===== src/rtl/dac_seq_pkg.sv =====
package dac_seq_pkg;
  localparam int FRAME_W  = 24;
  localparam int FIELD_W  = 20;
  localparam int N_FRAMES = 6;
  localparam int IDX_W    = $clog2(N_FRAMES);

  // register address codes (decoded by the DAC)
  localparam logic [2:0] ADR_NOP   = 3'b000;
  localparam logic [2:0] ADR_CODE  = 3'b001;
  localparam logic [2:0] ADR_CFG   = 3'b010;
  localparam logic [2:0] ADR_CLR   = 3'b011;
  localparam logic [2:0] ADR_SWCTL = 3'b100;

  typedef enum logic [1:0] {
    ST_IDLE,
    ST_OFFER,
    ST_WAIT,
    ST_FINISH
  } seq_state_e;
endpackage


===== src/rtl/dac_seq_script.sv =====
module dac_seq_script
  import dac_seq_pkg::*;
#(
  parameter int               DATA_BITS  = 20,
  parameter logic [FIELD_W-1:0] CFG_FIELD = 20'h00012
) (
  input  logic [IDX_W-1:0]   step,
  output logic [FRAME_W-1:0] frame,
  output logic [FIELD_W-1:0] clr_field,
  output logic [FIELD_W-1:0] cmp_mask
);
  localparam int PAD = FIELD_W - DATA_BITS;
  localparam logic [FIELD_W-1:0] ONES = {FIELD_W{1'b1}};
  localparam logic [FIELD_W-1:0] MASK = ONES << PAD;
  localparam logic [FIELD_W-1:0] MID  = {1'b1, {(FIELD_W-1){1'b0}}};
  localparam logic [FIELD_W-1:0] SW_CLEAR = 20'h00002;

  assign clr_field = MASK;
  assign cmp_mask  = MASK;

  always_comb begin
    case (step)
      3'd0:    frame = {1'b0, ADR_CFG,   CFG_FIELD};
      3'd1:    frame = {1'b0, ADR_CODE,  MID};
      3'd2:    frame = {1'b0, ADR_CLR,   MASK};
      3'd3:    frame = {1'b0, ADR_SWCTL, SW_CLEAR};
      3'd4:    frame = {1'b1, ADR_CLR,   {FIELD_W{1'b0}}};
      default: frame = {1'b0, ADR_NOP,   {FIELD_W{1'b0}}};
    endcase
  end
endmodule


===== src/rtl/dac_readback_cmp.sv =====
module dac_readback_cmp
  import dac_seq_pkg::*;
(
  input  logic [FRAME_W-1:0] rx_word,
  input  logic [FIELD_W-1:0] expect_field,
  input  logic [FIELD_W-1:0] mask,
  output logic               match
);
  logic [FIELD_W-1:0] diff;
  assign diff  = (rx_word[FIELD_W-1:0] ^ expect_field) & mask;
  assign match = (diff == '0);
endmodule


===== src/rtl/dac_seq_ctrl.sv =====
module dac_seq_ctrl
  import dac_seq_pkg::*;
(
  input  logic             clk,
  input  logic             rst_n,
  input  logic             start,
  input  logic             tx_ready,
  input  logic             xfer_done,
  input  logic             match,
  input  logic [FRAME_W-1:0] frame,
  output logic [IDX_W-1:0] step,
  output logic             tx_valid,
  output logic             busy,
  output logic             done,
  output logic             pass,
  output logic             fail
);
  localparam logic [IDX_W-1:0] LAST = IDX_W'(N_FRAMES - 1);

  seq_state_e state;

  always_ff @(posedge clk or negedge rst_n) begin
    if (!rst_n) begin
      state <= ST_IDLE;
      step  <= '0;
      pass  <= 1'b0;
      fail  <= 1'b0;
    end else begin
      case (state)
        ST_IDLE, ST_FINISH: begin
          if (start) begin
            state <= ST_OFFER;
            step  <= '0;
            pass  <= 1'b0;
            fail  <= 1'b0;
          end
        end
        ST_OFFER: begin
          if (tx_ready) state <= ST_WAIT;
        end
        ST_WAIT: begin
          if (xfer_done) begin
            if (step == LAST) begin
              state <= ST_FINISH;
              pass  <= match;
              fail  <= !match;
            end else begin
              step  <= step + 1'b1;
              state <= ST_OFFER;
            end
          end
        end
        default: state <= ST_IDLE;
      endcase
    end
  end

  assign tx_valid = (state == ST_OFFER);
  assign busy     = (state == ST_OFFER) || (state == ST_WAIT);
  assign done     = (state == ST_FINISH);

  AST_TX_HOLD: assert property (@(posedge clk) disable iff (!rst_n)
    tx_valid && !tx_ready |=> tx_valid && $stable(frame));
  AST_TX_DROP: assert property (@(posedge clk) disable iff (!rst_n)
    tx_valid && tx_ready |=> !tx_valid);
  AST_VERDICT_EXCL: assert property (@(posedge clk) disable iff (!rst_n)
    !(pass && fail));
  AST_FINISH_QUIET: assert property (@(posedge clk) disable iff (!rst_n)
    done |-> !tx_valid && !busy);
  AST_VERDICT_WITH_DONE: assert property (@(posedge clk) disable iff (!rst_n)
    (pass || fail) |-> done);
  AST_STEP_RANGE: assert property (@(posedge clk) disable iff (!rst_n)
    step <= LAST);
endmodule


===== src/rtl/dac_init_seq.sv =====
module dac_init_seq
  import dac_seq_pkg::*;
#(
  parameter int                 DATA_BITS = 20,
  parameter logic [FIELD_W-1:0] CFG_FIELD = 20'h00012
) (
  input  logic               clk,
  input  logic               rst_n,
  input  logic               start,
  output logic [FRAME_W-1:0] tx_data,
  output logic               tx_valid,
  input  logic               tx_ready,
  input  logic               xfer_done,
  input  logic [FRAME_W-1:0] rx_data,
  output logic               busy,
  output logic               done,
  output logic               pass,
  output logic               fail
);
  logic [IDX_W-1:0]   step;
  logic [FIELD_W-1:0] clr_field;
  logic [FIELD_W-1:0] cmp_mask;
  logic               match;

  dac_seq_script #(.DATA_BITS(DATA_BITS), .CFG_FIELD(CFG_FIELD)) u_script (
    .step      (step),
    .frame     (tx_data),
    .clr_field (clr_field),
    .cmp_mask  (cmp_mask)
  );

  dac_readback_cmp u_cmp (
    .rx_word      (rx_data),
    .expect_field (clr_field),
    .mask         (cmp_mask),
    .match        (match)
  );

  dac_seq_ctrl u_ctrl (
    .clk       (clk),
    .rst_n     (rst_n),
    .start     (start),
    .tx_ready  (tx_ready),
    .xfer_done (xfer_done),
    .match     (match),
    .frame     (tx_data),
    .step      (step),
    .tx_valid  (tx_valid),
    .busy      (busy),
    .done      (done),
    .pass      (pass),
    .fail      (fail)
  );

  AST_START_FRAME: assert property (@(posedge clk) disable iff (!rst_n)
    !busy && start |=> tx_valid && tx_data == {1'b0, ADR_CFG, CFG_FIELD});
endmodule


===== config.mk =====
export PLATFORM = sky130hd
export DESIGN_NAME = dac_init_seq
export DESIGN_NICKNAME = d
export VERILOG_FILES = /design/src/rtl/dac_seq_pkg.sv /design/src/rtl/dac_seq_script.sv /design/src/rtl/dac_readback_cmp.sv /design/src/rtl/dac_seq_ctrl.sv /design/src/rtl/dac_init_seq.sv
export SDC_FILE = /design/constraint.sdc
export NUM_CORES = 1
export LEC_CHECK = 0
export BUFFER_PORTS_ARGS = -buffer_cell sky130_fd_sc_hd__clkbuf_2
export CELL_PAD_IN_SITES_DETAIL_PLACEMENT = 1
export CELL_PAD_IN_SITES_GLOBAL_PLACEMENT = 1
export CORE_UTILIZATION = 25
export CTS_BUF_LIST = sky130_fd_sc_hd__clkbuf_4 sky130_fd_sc_hd__clkbuf_8
export DETAILED_ROUTE_END_ITERATION = 10
export PLACE_DENSITY_LB_ADDON = 0.1
export RECOVER_POWER = 25
export SLEW_MARGIN = 0
export SYNTH_ARGS = -nofsm -noshare
export SYNTH_HDL_FRONTEND = slang
export SYNTH_SLANG_ARGS = --single-unit

===== constraint.sdc =====
create_clock -name clk -period 1.5 [get_ports clk]
set_input_delay 0.15 -clock clk [delete_from_list [all_inputs] [get_ports clk]]
set_output_delay 0.15 -clock clk [all_outputs]
set_load 0.02 [all_outputs]

* Yosys cells after proc, flatten, opt, wreduce, memory -nomap -nowiden
Cells that the tools add are included.
** Word-level totals
- Register bits :: 7
- Input port bits :: 29
- Output and inout port bits :: 29
- Logic and storage cells :: 46
** Cells by class
- Add/sub/neg operators :: 1
- Eq/ne operators :: 13
- Muxes and demuxes :: 17
- Bitwise operators :: 1
- Reduce and logical (&&, ||, !) cells :: 10
** Operator list (number)
- $pmux W24 S5 :: 1
- $logic_not A20 Y1 :: 1
- $not A20 Y20 :: 1
- $mux W3 :: 3
- $mux W2 :: 4
- $reduce_and A4 Y1 :: 2
- $eq A3 B2 Y1 const B :: 2
- $eq A3 B3 Y1 const B :: 2
- $ne A2 B2 Y1 const B :: 3
- $pmux W2 S3 :: 1
- $pmux W3 S2 :: 1
- $mux W1 :: 5
- $eq A2 B2 Y1 const B :: 2
- $ne A2 B1 Y1 const B :: 2
- $pmux W1 S2 :: 2
- $add A3 B1 Y3 const B :: 1
- $eq A3 B1 Y1 const B :: 1
- $logic_not A3 Y1 :: 1
- $reduce_and A3 Y1 :: 1
- $eq A2 B1 Y1 const B :: 1
- $logic_not A2 Y1 :: 1
- $reduce_bool A2 Y1 :: 1
- $reduce_or A2 Y1 :: 1
- $logic_not A1 Y1 :: 1
- $logic_or A1 B1 Y1 :: 1

* Longest topological paths before layout
- Depth after elaboration :: 6
- Gate-level depth with buffers :: 5
- Gate-level depth less buffers :: 5

* Modules after synthesis
A second synthesis with hierarchy kept.
** Unflattened totals
- Cells, all modules :: 153
- Area, all modules :: 1266.2 sq um
** Modules (own cells, without submodules)
- dac_seq_ctrl :: instances 1, cells an instance 51, area an instance 498.0 sq um, sequential area each 175.2 sq um
- dac_seq_script :: instances 1, cells an instance 68, area an instance 491.7 sq um, sequential area each 0.0 sq um
- dac_readback_cmp :: instances 1, cells an instance 34, area an instance 276.5 sq um, sequential area each 0.0 sq um

* Least setup slack after synthesis
OpenSTA, ideal clock, no wires.
- Kind :: register to output
- Start point :: reg u_ctrl.step[0]
- End point :: out tx_data[1]
- Data arrival time :: 1568 ps
- Data required time :: 1350 ps
- Slack :: -218 ps
- Stages on the path, launching flop included :: 6
- Path buffers :: 0
- Path through :: dfrtp_1 inv_1 ha_1 o21ba_4 o31a_1 or2_1
** Between the ends
- Word-level cells in the longest chain between the ends :: 2
- Elaborated cells on any way between the ends :: 6
- Classes of those cells :: eq/ne (4); mux (1); reduce/logical (1)
** Ends and longest elaborated chain
- start: declaration :: line dac_seq_ctrl.sv:11 : output logic [IDX_W-1:0] step,
- start signal: assignment :: line dac_seq_ctrl.sv:48 : step <= step + 1'b1;
- $eq A3 B3 Y1 (tied with other cells) :: line dac_seq_script.sv:22 : case (step)
- $pmux W24 S5 (*) :: line dac_seq_script.sv:22
- end: declaration :: line dac_init_seq.sv:10 : output logic [FRAME_W-1:0] tx_data,
Every way passes the cells marked *; elsewhere a longest branch is shown, timed or not.

* Worst setup path after layout
- Start point :: reg u_ctrl.step[1]
- End point :: out tx_data[1]
The elaborated chain is that of the path after synthesis.

==> results.md <==
* Max-cap violations at 0
* Top_reg_cell synth: dfrtp_1
* Warnings from Yosys at 0
* Net switching power at between 700 and 800 µW
* Setup slack, reg-to-reg at -10 ps
* Data required, critical path at about 1400 ps
* Failing checks: design-rule violations, negative setup slack
* Post-synth EDFFs at 0
* Outcome: finished with violations
* GR Util All Layers at 14.4%
* Tmin final at 1880 ps
* Crit. End Element: output port
* Syn_nets at around 120
* 1st-iter DRT viols at 23
* Finished Layout Cells at roughly 180
* Int Pwr at roughly 1100 µW
* FFs w/ async S/R, synth at 100%
* Endpoints failing setup at 25
* Routed len/inst at about 12 µm
* Total Routed Length at 2220 µm
* ANT cells at 0
* Reg clk slew, reported paths at roughly 60 ps
* Logic pwr share at 75.6%
* Clk_lat worst skew at 250 ps
* Via/cell ratio at 4.65
* Fmax at between 0.5 and 0.6 GHz
* Commonest non-fill, non-tap cell in the layout: clkbuf_2
* Synth Cell Area at approximately 750 µm²
* Hpwl dp at 1750 µm
* Num ports at between 50 and 60
* Final GP Congestion at roughly 0.74
* CP arrival at ~1700 ps
* Site Rows at 19
* Share of layout cells above drive strength 1 at about two thirds
* Seq cells post-synth at 7
* Core Region at between 2000 and 3000 µm²
* Worst rel slew slack at a little over two thirds
* Clock Root Buffer: clkbuf_4
* Die width at roughly 57 µm
* Startpoint types: register
* Clk buf depth at 2
* Switch share at a little over 40%
* Clock sinks at 7
* Die ar. at about 3200 µm²
* Die height at 56.9 µm
* Reg power frac at between 10% and 20%
* Synth Instances at between 80 and 90
* Synth cell types at 33
* FILL cells at 325
* PortBufs at 53
* Final Hold Vio Count at 0
* H-tree levels at 1
* Register Area at 175 µm²
* Vias after detailed routing at approximately 830
* Pwr per Cell Area at around 1400 nW/µm²
* Critical setup path kind: register to output port
* Clock Skews at roughly 6.6 ps
* Total negative slack at -4490 ps
* Initial antenna violation count at 0
* Layout area overhead at 83.9%
* Max FO, Critical Path at 3
* Slew @ Worst Pin at approximately 450 ps
* Total CTS buffers at 3
* Fin nets at roughly 190
* Clock network power share at 10.3%
* VDD IR max at roughly 670 µV
* Post-route setup slack at -378 ps
* Most frequent cells in the layout: 29 x clkbuf_2, 22 x buf_4, 21 x clkbuf_8
* Post-route ant nets at 0
* Area of the multi-input gates at 463 µm²
* Initial Util at ~27%
* Vias in the first global route at 845
* Wire length of the first global-routing pass at between 3000 and 4000 µm
* Worst hold-check path type: input pin to register
* Placed cells at about 170
* Syn Area/Cell at about 9.1 µm²
* Largest net degree at the start of global routing at 18
* DRT Pass-1 Iters at 6
* Fin util at about half
* CTS tree: yes
* Slew Viols, Final at 0
* RSZ-0062 raised after global routing: true
* Leakage Power at between 0.0007 and 0.0008 µW
* Final critical-path share of the clock period at 125%
* Total grt overflow at 0
* Register area share after synthesis at 23.3%
* Residual DRC at 11
## worst max-delay path, stage by stage, from the launching register on
cell      delay, ps
dfrtp_1         390
inv_2            70
ha_2            180
o21ba_4         220
o31a_1          250
or2_4           230
clkbuf_8        150
## sequential cells by signal (all words and copies together) (netlist names)
signal	flops
u_ctrl.state	2
u_ctrl.step	3
u_ctrl.pass	1
u_ctrl.fail	1
## power groups by stage
stage / logic [µW] / registers (µW) / clock network, µW
6_report: 1420 / 263 / 194
5_1_grt: 1520 / 267 / 215
4_1_cts: 1330 / 264 / 204
3_5_place_dp: 1140 / 263 / 0
3_3_place_gp: 1120 / 260 / 0
2_1_floorplan: 750 / 262 / 0
## kinds of logic after synthesis
logic type | count (synthesis) | share of synthesized area, %
AOI/OAI and AO/OA | 12 | 14.3
DFF | 7 | 23.3
and+or+nand+nor | 27 | 23.1
buffers and inverters | 25 | 20.4
adders and majority gates | 9 | 15.0
muxes | 3 | 3.99
## timing repair
item | 4_1_cts | 5_1_grt
pin swaps | 1 | 0
endpoints found under the setup margin | 29 | 30
hold endpoints to repair | 7 | 0
setup buffers | 3 | 3
resized for setup | 42 | 7
hold buffers | 1 | 0
## synth_stat cells, types with 2 or more instances
cell type / instances / share of area (%)
nand4_1: 5 / 4.2
buf_4: 16 / 16
dfrtp_1: 7 / 23
mux2i_1: 3 / 4.0
nor3_1: 2 / 1.3
or2_2: 2 / 1.7
nor2_1: 4 / 2.0
ha_1: 9 / 15
o32ai_1: 2 / 2.3
nand2_1: 2 / 1.0
inv_1: 9 / 4.5
## stage by stage
| step | total power (µW) | instance area (µm²) | worst slack, ps | hold slack, ps |
|---|---|---|---|---|
| after global routing | 2000 | 1390 | -440 | 257 |
| after CTS | 1790 | 1340 | -375 | 247 |
| after global placement | 1380 | 1080 | -82.5 | 12.7 |
| after detailed placement | 1400 | 1080 | -111 | 14.1 |
| final | 1870 | 1390 | -378 | 250 |
| after floorplan | 1010 | 773 | -109 | -146 |
## cell type report
class,count,share of cell area (%)
clock buffer,4,2.17
inverter,9,2.44
multi-input combinational,51,33.4
sequential,7,12.6
tap,31,2.80
timing repair buffer,76,46.5
## layer usage
metal | GRT usage [%] | vias up | share of wire [%]
met5 | 0 | - | 0
met4 | 3.14 | 0 | 0.45
met3 | 2.07 | 2 | 5.2
met2 | 28.2 | 33 | 55
met1 | 16.0 | 385 | 39
li1 | - | 408 | -
## worst paths after layout
kind                                    to            from  cells after the start
max in group asynchronous      u_ctrl.pass           rst_n                      2
setup reg to reg           u_ctrl.state[1]  u_ctrl.step[1]                      7
setup / recovery                tx_data[1]  u_ctrl.step[1]                      6
min in group asynchronous   u_ctrl.step[2]           rst_n                      2
hold / removal             u_ctrl.state[1]        tx_ready                      3
hold reg to reg                u_ctrl.fail     u_ctrl.fail                      2
(Power assumes the default switching activity.)
